$ cat src/rtl/adc_host_pkg.sv
package adc_host_pkg;
  localparam int unsigned SYNC_STAGES = 2;

  typedef enum logic [1:0] {
    RD_OFF  = 2'd0,
    RD_WORD = 2'd1,
    RD_HI   = 2'd2,
    RD_LO   = 2'd3
  } rd_mode_e;

  typedef struct packed {
    logic ce;
    logic cs_n;
    logic rc;
    logic a0;
    logic word;
  } ctrl_t;

  localparam int unsigned CTRL_W = $bits(ctrl_t);
endpackage

$ cat src/rtl/adc_ctrl_sync.sv
module adc_ctrl_sync #(
  parameter int unsigned W      = 5,
  parameter int unsigned STAGES = 2
) (
  input  logic         clk_i,
  input  logic         rst_ni,
  input  logic [W-1:0] d_i,
  output logic [W-1:0] q_o
);
  logic [W-1:0] stage_q [STAGES];

  for (genvar g = 0; g < STAGES; g++) begin : g_stage
    if (g == 0) begin : g_first
      always_ff @(posedge clk_i or negedge rst_ni) begin
        if (!rst_ni) stage_q[g] <= '0;
        else         stage_q[g] <= d_i;
      end
    end else begin : g_next
      always_ff @(posedge clk_i or negedge rst_ni) begin
        if (!rst_ni) stage_q[g] <= '0;
        else         stage_q[g] <= stage_q[g-1];
      end
    end
  end

  assign q_o = stage_q[STAGES-1];
endmodule

$ cat src/rtl/adc_start_det.sv
module adc_start_det
  import adc_host_pkg::*;
(
  input  logic  clk_i,
  input  logic  rst_ni,
  input  ctrl_t ctrl_i,
  input  logic  busy_i,
  output logic  start_o,
  output logic  short_o
);
  logic cond, cond_q, fire;
  logic start_q, short_q;

  // all three enabling terms together; last one to arrive makes the edge
  assign cond = ctrl_i.ce & ~ctrl_i.cs_n & ~ctrl_i.rc;
  assign fire = cond & ~cond_q & ~busy_i;

  always_ff @(posedge clk_i or negedge rst_ni) begin
    if (!rst_ni) begin
      cond_q  <= 1'b0;
      start_q <= 1'b0;
      short_q <= 1'b0;
    end else begin
      cond_q  <= cond;
      start_q <= fire;
      if (fire) short_q <= ctrl_i.a0;
    end
  end

  assign start_o = start_q;
  assign short_o = short_q;


  single_pulse_chk: assert property (@(posedge clk_i) disable iff (!rst_ni)
    start_o |=> !start_o);

  start_busy_chk: assert property (@(posedge clk_i) disable iff (!rst_ni)
    start_o |-> !$past(busy_i));

  len_hold_chk: assert property (@(posedge clk_i) disable iff (!rst_ni)
    (busy_i && $past(busy_i)) |-> $stable(short_o));
endmodule

$ cat src/rtl/adc_read_mux.sv
module adc_read_mux
  import adc_host_pkg::*;
#(
  parameter int unsigned DATA_W = 12
) (
  input  logic              clk_i,
  input  logic              rst_ni,
  input  ctrl_t             ctrl_i,
  input  logic              busy_i,
  input  logic [DATA_W-1:0] result_i,
  output logic [DATA_W-1:0] data_o,
  output logic [DATA_W-1:0] data_oe_o
);
  localparam int unsigned NIB   = DATA_W / 3;
  localparam int unsigned N_NIB = 3;

  rd_mode_e want, nxt, cur_q;
  logic     read_ok;
  logic [N_NIB-1:0] nib_en;

  assign read_ok = ctrl_i.rc & ~busy_i & ctrl_i.ce & ~ctrl_i.cs_n;

  always_comb begin
    if (!read_ok)         want = RD_OFF;
    else if (ctrl_i.word) want = RD_WORD;
    else if (ctrl_i.a0)   want = RD_LO;
    else                  want = RD_HI;
  end

  // break-before-make: any switch between two driving modes passes through OFF
  always_comb begin
    if (cur_q != RD_OFF && want != RD_OFF && want != cur_q) nxt = RD_OFF;
    else                                                     nxt = want;
  end

  always_ff @(posedge clk_i or negedge rst_ni) begin
    if (!rst_ni) cur_q <= RD_OFF;
    else         cur_q <= nxt;
  end

  always_comb begin
    unique case (cur_q)
      RD_WORD: nib_en = 3'b111;
      RD_HI:   nib_en = 3'b110;
      RD_LO:   nib_en = 3'b011;
      default: nib_en = 3'b000;
    endcase
  end

  for (genvar n = 0; n < N_NIB; n++) begin : g_nib
    logic force_zero;
    // in low-byte mode the middle nibble pads the second byte with zeros
    assign force_zero = (n == 1) && (cur_q == RD_LO);
    assign data_oe_o[n*NIB +: NIB] = {NIB{nib_en[n]}};
    assign data_o[n*NIB +: NIB]    = (nib_en[n] && !force_zero) ?
                                     result_i[n*NIB +: NIB] : '0;
  end


  bbm_lo_chk: assert property (@(posedge clk_i) disable iff (!rst_ni)
    (cur_q == RD_LO) |-> ($past(cur_q) != RD_HI));

  bbm_hi_chk: assert property (@(posedge clk_i) disable iff (!rst_ni)
    (cur_q == RD_HI) |-> ($past(cur_q) != RD_LO));

  oe_busy_chk: assert property (@(posedge clk_i) disable iff (!rst_ni)
    (|data_oe_o) |-> !$past(busy_i));

  lo_pad_chk: assert property (@(posedge clk_i) disable iff (!rst_ni)
    ((|data_oe_o[NIB-1:0]) && !data_oe_o[DATA_W-1]) |-> (data_o[2*NIB-1:NIB] == '0));
endmodule

$ cat src/rtl/adc_host_ctrl.sv
module adc_host_ctrl
  import adc_host_pkg::*;
#(
  parameter int unsigned DATA_W = 12
) (
  input  logic              clk_i,
  input  logic              rst_ni,
  input  logic              chip_en_i,
  input  logic              chip_sel_ni,
  input  logic              rd_cvt_i,
  input  logic              byte_sel_i,
  input  logic              word_mode_i,
  input  logic              busy_i,
  input  logic [DATA_W-1:0] result_i,
  output logic              start_o,
  output logic              short_cvt_o,
  output logic [DATA_W-1:0] data_o,
  output logic [DATA_W-1:0] data_oe_o
);
  ctrl_t ctrl_raw, ctrl_s;

  assign ctrl_raw = '{ce: chip_en_i, cs_n: chip_sel_ni, rc: rd_cvt_i,
                      a0: byte_sel_i, word: word_mode_i};

  adc_ctrl_sync #(.W(CTRL_W), .STAGES(SYNC_STAGES)) u_sync (
    .clk_i (clk_i),
    .rst_ni(rst_ni),
    .d_i   (ctrl_raw),
    .q_o   (ctrl_s)
  );

  adc_start_det u_start (
    .clk_i  (clk_i),
    .rst_ni (rst_ni),
    .ctrl_i (ctrl_s),
    .busy_i (busy_i),
    .start_o(start_o),
    .short_o(short_cvt_o)
  );

  adc_read_mux #(.DATA_W(DATA_W)) u_read (
    .clk_i    (clk_i),
    .rst_ni   (rst_ni),
    .ctrl_i   (ctrl_s),
    .busy_i   (busy_i),
    .result_i (result_i),
    .data_o   (data_o),
    .data_oe_o(data_oe_o)
  );
endmodule

$ cat config.mk
export PLATFORM = sky130hd
export DESIGN_NAME = adc_host_ctrl
export DESIGN_NICKNAME = d
export VERILOG_FILES = /design/src/rtl/adc_host_pkg.sv /design/src/rtl/adc_ctrl_sync.sv /design/src/rtl/adc_start_det.sv /design/src/rtl/adc_read_mux.sv /design/src/rtl/adc_host_ctrl.sv
export SDC_FILE = /design/constraint.sdc
export NUM_CORES = 1
export LEC_CHECK = 0
export ABC_AREA = 1
export ABC_CLOCK_PERIOD_IN_PS = 1400
export BUFFER_PORTS_ARGS = -buffer_cell sky130_fd_sc_hd__buf_2
export CORE_MARGIN = 3
export CORE_UTILIZATION = 40
export CTS_CLUSTER_DIAMETER = 80
export CTS_CLUSTER_SIZE = 8
export DETAILED_ROUTE_END_ITERATION = 6
export PLACE_DENSITY = 0.87
export SKIP_CTS_REPAIR_TIMING = 1
export SLEW_MARGIN = 40
export SYNTH_ARGS = -nofsm -noshare
export SYNTH_HDL_FRONTEND = slang
export SYNTH_SLANG_ARGS = --single-unit
$ cat constraint.sdc
create_clock -name clk_i -period 1.4 [get_ports clk_i]
set_input_delay 0.21 -clock clk_i [delete_from_list [all_inputs] [get_ports clk_i]]
set_output_delay 0.21 -clock clk_i [all_outputs]
set_load 0.1 [all_outputs]
# After elaboration in Yosys (flattened, before gate mapping)
# Index checks and enable logic that the tools add are counted.
[totals] ff_bits=15 elab_cells=35 inputBits=20
[op_classes] bitwise_logic=11 n_eq_ne=4 mux=8 n_reduce_logical=6
[ops] op="$mux W4" count=3
[ops] op="$pmux W3 S3" count=1
[ops] op="$and A1 B1 Y1" count=7
[ops] op="$mux W2" count=3
[ops] op="$eq A2 B2 Y1 const B" count=2
[ops] op="$not A1 Y1" count=4
[ops] op="$reduce_bool A2 Y1" count=2
[ops] op="$logic_and A1 B1 Y1" count=3
[ops] op="$eq A2 B1 Y1 const B" count=1
[ops] op="$ne A2 B2 Y1" count=1
[ops] op="$logic_not A1 Y1" count=1
[ops] op="$mux W1" count=1

# Depth between registers and ports, before layout
# Gate-level depths: netlist (run 1).
[logic_depth] ltp_word=9 ltp_mapped=8 ltp_nobuf=8

# Hierarchy
# From an unflattened synthesis (run 1), not the netlist that was laid out.
[hier_totals] cells_unflattened=91 area_unflattened_um2=768.2
[by_module_without_submodules] module="adc_read_mux" area_each_um2=352.8 cells_per_inst=62 instances=1 seq_area_each_um2=50.0
[by_module_without_submodules] module="adc_ctrl_sync" area_each_um2=287.8 cells_per_inst=15 instances=1 seq_area_each_um2=250.2
[by_module_without_submodules] module="adc_start_det" area_each_um2=127.6 cells_per_inst=14 instances=1 seq_area_each_um2=75.1

# Worst setup path before layout (run 1)
# No wires, ideal clock.
[synth_path] kind="reg2out" start="register u_read.cur_q[0]" end="output data_o[4]" stages_incl_launch_ff=6 path_buffers=1 path_slack_ns=-1.095 t_arrival_ns=2.285 path_cell_list="dfrtp_1 -> inv_1 -> ha_1 -> clkbuf_1 -> nand2_1 -> inv_1"
[synth_between] elab_chain_len=4 elab_cells_between_ends=7
[synth_rtl] element="start, declared" line_no="adc_read_mux.sv:17" text="rd_mode_e want, nxt, cur_q;"
[synth_rtl] element="start signal, assigned" line_no="adc_read_mux.sv:38" text="else cur_q <= nxt;"
[synth_rtl] element="$eq A2 B2 Y1 (tied with other cells)" line_no="adc_read_mux.sv:42, adc_read_mux.sv:53"
[synth_rtl] element="$pmux W3 S3 or $logic_not A1 Y1 (tied branches)" line_no="adc_read_mux.sv:42, adc_read_mux.sv:55"
[synth_rtl] element="$logic_and A1 B1 Y1 *" line_no="adc_read_mux.sv:55" text="assign data_o[n*NIB +: NIB] = (nib_en[n] && !force_zero) ?"
[synth_rtl] element="$mux W4 *" line_no="adc_read_mux.sv:55"
[synth_rtl] element="end, declared" line_no="adc_host_ctrl.sv:17" text="output logic [DATA_W-1:0] data_o,"
# Every way passes the cells marked *; elsewhere a longest branch is shown, timed or not.

# Final worst setup path (run 1)
[layout_path] start="register u_read.cur_q[1]" end="output data_oe_o[3]"
[layout_between] elab_chain_len=2 elab_cells_between_ends=4
[layout_rtl] element="$eq A2 B2 Y1 or $eq A2 B1 Y1 (tied branches)" line_no="adc_read_mux.sv:42" text="unique case (cur_q)"
[layout_rtl] element="$pmux W3 S3 *" line_no="adc_read_mux.sv:42"
[layout_rtl] element="end, declared" line_no="adc_host_ctrl.sv:18" text="output logic [DATA_W-1:0] data_oe_o"
# Marks and branches as above.

==> results.ini, run 1 <==
[outcome]
outcome = complete, but fails checks
failed_checks = negative setup slack

[power]
power.switching_mw = 0.422
clockPowerShare = 0.222
power_frac_comb = 0.354
p_int_mw = 0.685
pwr_density_cell_nw_per_um2 = 772
peakVddDrop_v = 0.000917
p_leak_nw = 0.647
swShare = 0.381
p_seq_frac = 0.424

[place]
routabilityCongestion = 0.681
place_hpwl_microns = 1750
numPortBuffers = 45

[flow_run]
cap_violations = 0

[sta]
worst_slack_ns = -0.368
relSlewSlack = 0.674
min_period_over_period = 1.26
fin_crit_ns = 1.77
worst_slew_pin_slew_ns = 0.493
rsz0062_at_grt = yes
finalSetupTns_ns = -6.93
slew_viol_final = 0
skew_ns = 0.00272
hold_viol_final = 0
setup_viol = 24
holdWs_ns = 0.0329
fmax_mhz = 565

[clocking]
clk_latency_ns = 0.28
ctsRootBufferMaster = clkbuf_4
clkSlewWorstSetupHoldPaths_ns = 0.09
cts-buffers-inserted = 3
clockBufferDepth = 2
h-tree-depth = 1
cts_sinks = 15
cts_tree = yes

[floorplanning]
core-area_sq_um = 1590
num_rows = 14
die_w_microns = 48.4
chipHeight_microns = 48.4
start_util = 0.452
io_pins = 46
die-area_sq_um = 2350

[drt]
drt_pass1_iterations = 4
vias_per_cell = 4.51
drc = 0
finalWirelength_microns = 2170
wl_per_cell_microns = 14.1
ant_nets = 0
vias = 694
drtIter0Drc = 13

[synth]
postSynthCellCount = 88
syn_nets = 111
avgSynthCellArea_sq_um = 8.19
ys_warn_count = 0
ys_types = 10
synth.ff_latch_count = 15
seq_area_frac_synth = 0.521
syn-cell-area_sq_um = 721

[worst_setup_path]
critPathCaptureType = primary output
cp_slowest_cell = dfrtp_1
path_class = reg -> out
critical_path.max_fanout = 4
worstPathRequired_ns = 1.19
slowest_delay_ns = 0.41
cp_cell_sequence = inv_2 > ha_4 > nor2_4 > clkinvlp_4 > buf_12
cp-start-kind = flop
arrival_ns = 1.56

[global_route]
overflow = 0
grt_use_total = 0.179
grt_pass1_vias = 742
grt_max_degree = 16
antenna_found_initial = 0
grt_pass1_wl_microns = 3260

[final_layout]
drive_gt1_frac = 0.577
syn2layout_area_growth_pct = 99.0
num_antenna_cells = 0
nets = 154

[worst_hold_path]
hp-class = in -> reg

## path summary, 6_finish.rpt
kind                            cells after the start         startpoint                end  slack (ns)
min in group asynchronous                           2             rst_ni    u_start.short_o        0.37
worst max-delay path                                5    u_read.cur_q[1]       data_oe_o[3]       -0.37
max in group asynchronous                           2             rst_ni    u_read.cur_q[0]        0.77
worst min-delay path                                1         byte_sel_i  u_sync.stage_q[6]        0.03
worst max register to register                      6    u_read.cur_q[0]    u_read.cur_q[0]        0.11
worst min register to register                      0  u_sync.stage_q[6]      u_sync.q_o[1]        0.35
## synthesized netlist by cell type
| library cell | n | share of area |
|---|---|---|
| inv_1 | 23 | 0.12 |
| nand2_1 | 18 | 0.094 |
| clkbuf_1 | 1 | 0.0052 |
| nand3_1 | 4 | 0.028 |
| dfrtp_1 | 15 | 0.52 |
| ha_1 | 3 | 0.052 |
| o21ai_0 | 1 | 0.0069 |
| nor2_2 | 2 | 0.017 |
| nor2_1 | 12 | 0.062 |
| buf_4 | 9 | 0.094 |
## cells in the final DEF, fill, tap and decap left out, drive strengths merged
master / netlist / final
nand3: 4 / 4
inv: 23 / 13
buf: 9 / 47
clkbuf: 1 / 3
dfrtp: 15 / 15
nand2: 18 / 18
clkinvlp: 0 / 11
o21ai: 1 / 1
dlygate4sd3: 0 / 1
nor2: 14 / 14
ha: 3 / 3
## through the flow
stage | instance area, sq um | setup slack [ns] | utilization | power [mW] | instances
4_1_cts | 1390 | -0.454 | 0.870 | 1.11 | 152
3_3_place_gp | 1360 | -0.0654 | 0.852 | 0.843 | 148
6_report | 1430 | -0.368 | 0.900 | 1.11 | 154
3_5_place_dp | 1360 | -0.137 | 0.852 | 0.860 | 148
2_1_floorplan | 880 | -0.511 | - | 0.740 | 88
5_1_grt | 1430 | -0.420 | 0.900 | 1.15 | 154
## metal layers
metal  global-route usage  part of all wire  vias up  routed length, microns
li1                     -                 -      324                       -
met1                0.167              0.31      327                     680
met2                0.385              0.61       37                    1330
met3               0.0491             0.056        6                     122
met4               0.0190             0.018        0                      40
met5                    0                 0        -                       0
## power by group through the flow
stage                     registers [mW]  clock network [mW]  logic [mW]
after detailed placement           0.477                   0       0.384
after CTS                          0.468               0.254       0.384
after floorplan                    0.521                   0       0.218
after global placement             0.472                   0       0.371
after global routing               0.472               0.275       0.405
final                              0.469               0.246       0.392
## registers in the layout, summed over array words and instances, names as in the netlist
name and count:
u_sync.q_o 5, u_sync.stage_q 5, u_read.cur_q 2, u_start.start_o 1, u_start.short_o 1, u_start.cond_q 1
## worst max-delay path: cells and delay by family (launching register included)
family                   cells  cell delay [ns]
buffers and inverters        3             0.54
flip-flops                   1             0.41
adder cells (fa/ha/maj)      1             0.17
AND/OR/NAND/NOR              1             0.15
## cell type report
cell class / count / area (sq um)
timing repair buffer: 48 / 623
sequential: 15 / 377
multi-input combinational: 40 / 250
fill: 67 / 160
inverter: 23 / 124
tap: 24 / 30.0
clock buffer: 3 / 22.5
clock inverter: 1 / 7.51
## logic make-up (layout without fill, tap and decap cells)
family                   count (synthesis)  after routing  synth area share
AND/OR/NAND/NOR                         36             36             0.201
AO/OA/AOI/OAI                            1              1           0.00694
buffers and inverters                   33             75             0.219
adder cells (fa/ha/maj)                  3              3            0.0521
flip-flops                              15             15             0.521
No activity file was read; power rests on OpenSTA's default activity.
==> run 2: changes to the inputs <==
--- a/config.mk
+++ b/config.mk
@@ -9,11 +9,13 @@
 export ABC_CLOCK_PERIOD_IN_PS = 1400
 export BUFFER_PORTS_ARGS = -buffer_cell sky130_fd_sc_hd__buf_2
 export CORE_MARGIN = 3
-export CORE_UTILIZATION = 40
+export CORE_UTILIZATION = 35
 export CTS_CLUSTER_DIAMETER = 80
 export CTS_CLUSTER_SIZE = 8
 export DETAILED_ROUTE_END_ITERATION = 6
-export PLACE_DENSITY = 0.87
+export GPL_TIMING_DRIVEN = 1
+export HOLD_SLACK_MARGIN = 0.08
+export PLACE_DENSITY = 0.79
 export SKIP_CTS_REPAIR_TIMING = 1
 export SLEW_MARGIN = 40
 export SYNTH_ARGS = -nofsm -noshare
==> run 2 against run 1 <==
Net effect: setup slack better by 0.0078 ns; non-clock buffer count grew 8; global-route usage shrank 4.5 points; count of clock-buffer cells in the layout stayed put; highest routed layer is now met3; core utilization is 9.0 points lower; the flow still finishes with violations (negative setup slack); sequential cell count is the same.
==> results.ini, run 2 (synthesis results as in run 1) <==
[worst_setup_path]
cp_slowest_cell = dfrtp_1
critPathCaptureType = primary output
worst-path-buf-inv = 4  ; +1
cp-start-kind = flop
worstPathRequired_ns = 1.19  ; about the same
arrival_ns = 1.55  ; about the same
r2r-start = u_read.cur_q[1]
cp_cell_sequence = inv_2 > buf_12 > ha_4 > nand2_1 > clkinvlp_4 > buf_12
cp_common_cell = buf_12
path_class = reg -> out
path_delay_family = buffers and inverters
slowest_delay_ns = 0.40  ; about the same
crit_path_start = u_read.cur_q[1]
critical_path.max_fanout = 9  ; +5

[power]
peakVddDrop_v = 0.000851  ; -7.2%
power.switching_mw = 0.414  ; -1.9%
finalPower_mw = 1.11  ; about the same
clockPowerShare = 0.225  ; +0.003
power_frac_comb = 0.355  ; about the same
p_leak_nw = 0.683  ; +5.5%
pwr_density_cell_nw_per_um2 = 743  ; -3.7%
p_seq_frac = 0.420  ; -0.004
p_int_mw = 0.693  ; +1.1%
swShare = 0.374  ; -0.00708

[global_route]
grt_pass1_vias = 649  ; -13%
antenna_found_initial = 0  ; unchanged
grt_use_total = 0.134  ; -0.0451
grt_pass1_wl_microns = 2630  ; -19%
overflow = 0  ; unchanged
grt_max_degree = 16  ; unchanged

[sta]
skew_ns = 0.00582  ; +0.00311 ns
worst_slack_ns = -0.361  ; +0.00775 ns
fmax_mhz = 568  ; +0.44%
hold_viol_final = 0  ; unchanged
relSlewSlack = 0.678  ; +0.00444
min_period_over_period = 1.26  ; -0.00554
worst_slew_pin_slew_ns = 0.486  ; -0.00671 ns
finalSetupTns_ns = -7.18  ; -0.246 ns
rsz0062_at_grt = yes
slew_viol_final = 0  ; unchanged
fin_crit_ns = 1.76  ; -0.00775 ns
setup_viol = 24  ; unchanged

[floorplanning]
die_w_microns = 51.4  ; +6.0%
start_util = 0.392  ; -0.0603
num_rows = 15  ; +1
chipHeight_microns = 51.4  ; +6.0%
io_pins = 46  ; unchanged
die-area_sq_um = 2640  ; +12%
core-area_sq_um = 1840  ; +15%

[final_layout]
layout_common_cells = buf_12 (23), buf_2 (21), nand2_1 (18)
nets = 162  ; +5.2%
layout_commonest_cell = buf_12
num_antenna_cells = 0  ; unchanged
drive_gt1_frac = 0.543  ; -0.0334
syn2layout_area_growth_pct = 107

[clocking]
cts_sinks = 15  ; unchanged
clkSlewWorstSetupHoldPaths_ns = 0.09  ; about the same
clk_latency_ns = 0.28  ; about the same
h-tree-depth = 1  ; unchanged
cts_tree = yes
clockBufferDepth = 2  ; unchanged
cts-buffers-inserted = 3  ; unchanged
ctsRootBufferMaster = clkbuf_4

[place]
place_hpwl_microns = 1310  ; -25%
routabilityCongestion = 0.755  ; +11%
dp_slack_ns = -0.0694  ; +0.0679 ns
numPortBuffers = 45  ; unchanged

[drt]
wl_per_cell_microns = 10.6  ; -25%
vias = 664  ; -4.3%
drc = 0  ; unchanged
finalWirelength_microns = 1720  ; -21%
vias_per_cell = 4.07  ; -9.6%
drt_pass1_iterations = 3  ; -1
ant_nets = 0  ; unchanged
drtIter0Drc = 7  ; -6

[flow_run]
cap_violations = 0  ; unchanged

[worst_hold_path]
hp-class = in -> reg
min_from = busy_i

[outcome]
outcome = complete, but fails checks
failed_checks = negative setup slack

run 2: cell count changes in the layout (fill, tap and decap cells not counted), sizes merged:
cell,before,now
dlygate4sd3,1,6
buf,47,50
run 2: worst register-to-register path: stages, from the launching register on:
cell	delay, ns
dfrtp_1	0.40
inv_2	0.07
buf_12	0.12
ha_4	0.15
clkinvlp_4	0.17
nand2_1	0.08
nor2_1	0.17
nor2_1	0.06
run 2: power by group through the flow:
stage                     sequential (mW)  clock (mW)  combinational (mW)
final                               0.465       0.249               0.392
after global routing                0.469       0.277               0.409
after CTS                           0.465       0.259               0.368
after detailed placement            0.474           0               0.367
after global placement              0.473           0               0.363
after floorplan                     0.521           0               0.218
run 2: layout make-up:
type	count	area (sq um)
timing repair buffer	56	686
sequential	15	375
fill	121	350
multi-input combinational	40	243
inverter	23	124
tap	25	31.3
clock buffer	3	22.5
clock inverter	1	7.51
run 2: layer usage:
layer	vias up	wire length (microns)	global-route usage
met5	-	0	0
met4	0	0	0.0131
met3	0	110	0.0554
met2	26	1030	0.267
met1	296	581	0.130
li1	342	-	-
run 2: path summary, 6_finish.rpt:
check / end / slack, ns / depth (start not counted)
worst max-delay path: data_o[8] / -0.36 / 6
worst min-delay path: u_read.cur_q[1] / 0.24 / 4
worst max register to register: u_read.cur_q[0] / 0.08 / 7
worst min register to register: u_sync.q_o[3] / 0.35 / 0
max in group asynchronous: u_read.cur_q[0] / 0.81 / 2
min in group asynchronous: u_sync.q_o[3] / 0.34 / 2
run 2: per-stage QoR:
step           cell area (sq um)  hold slack, ns  cells   util
6_report                    1490           0.244    163  0.810
3_3_place_gp                1320           0.112    150  0.717
5_1_grt                     1490           0.261    163  0.810
3_5_place_dp                1320           0.123    150  0.717
4_1_cts                     1350          -0.191    154  0.733
2_1_floorplan                880         -0.0856     88      -
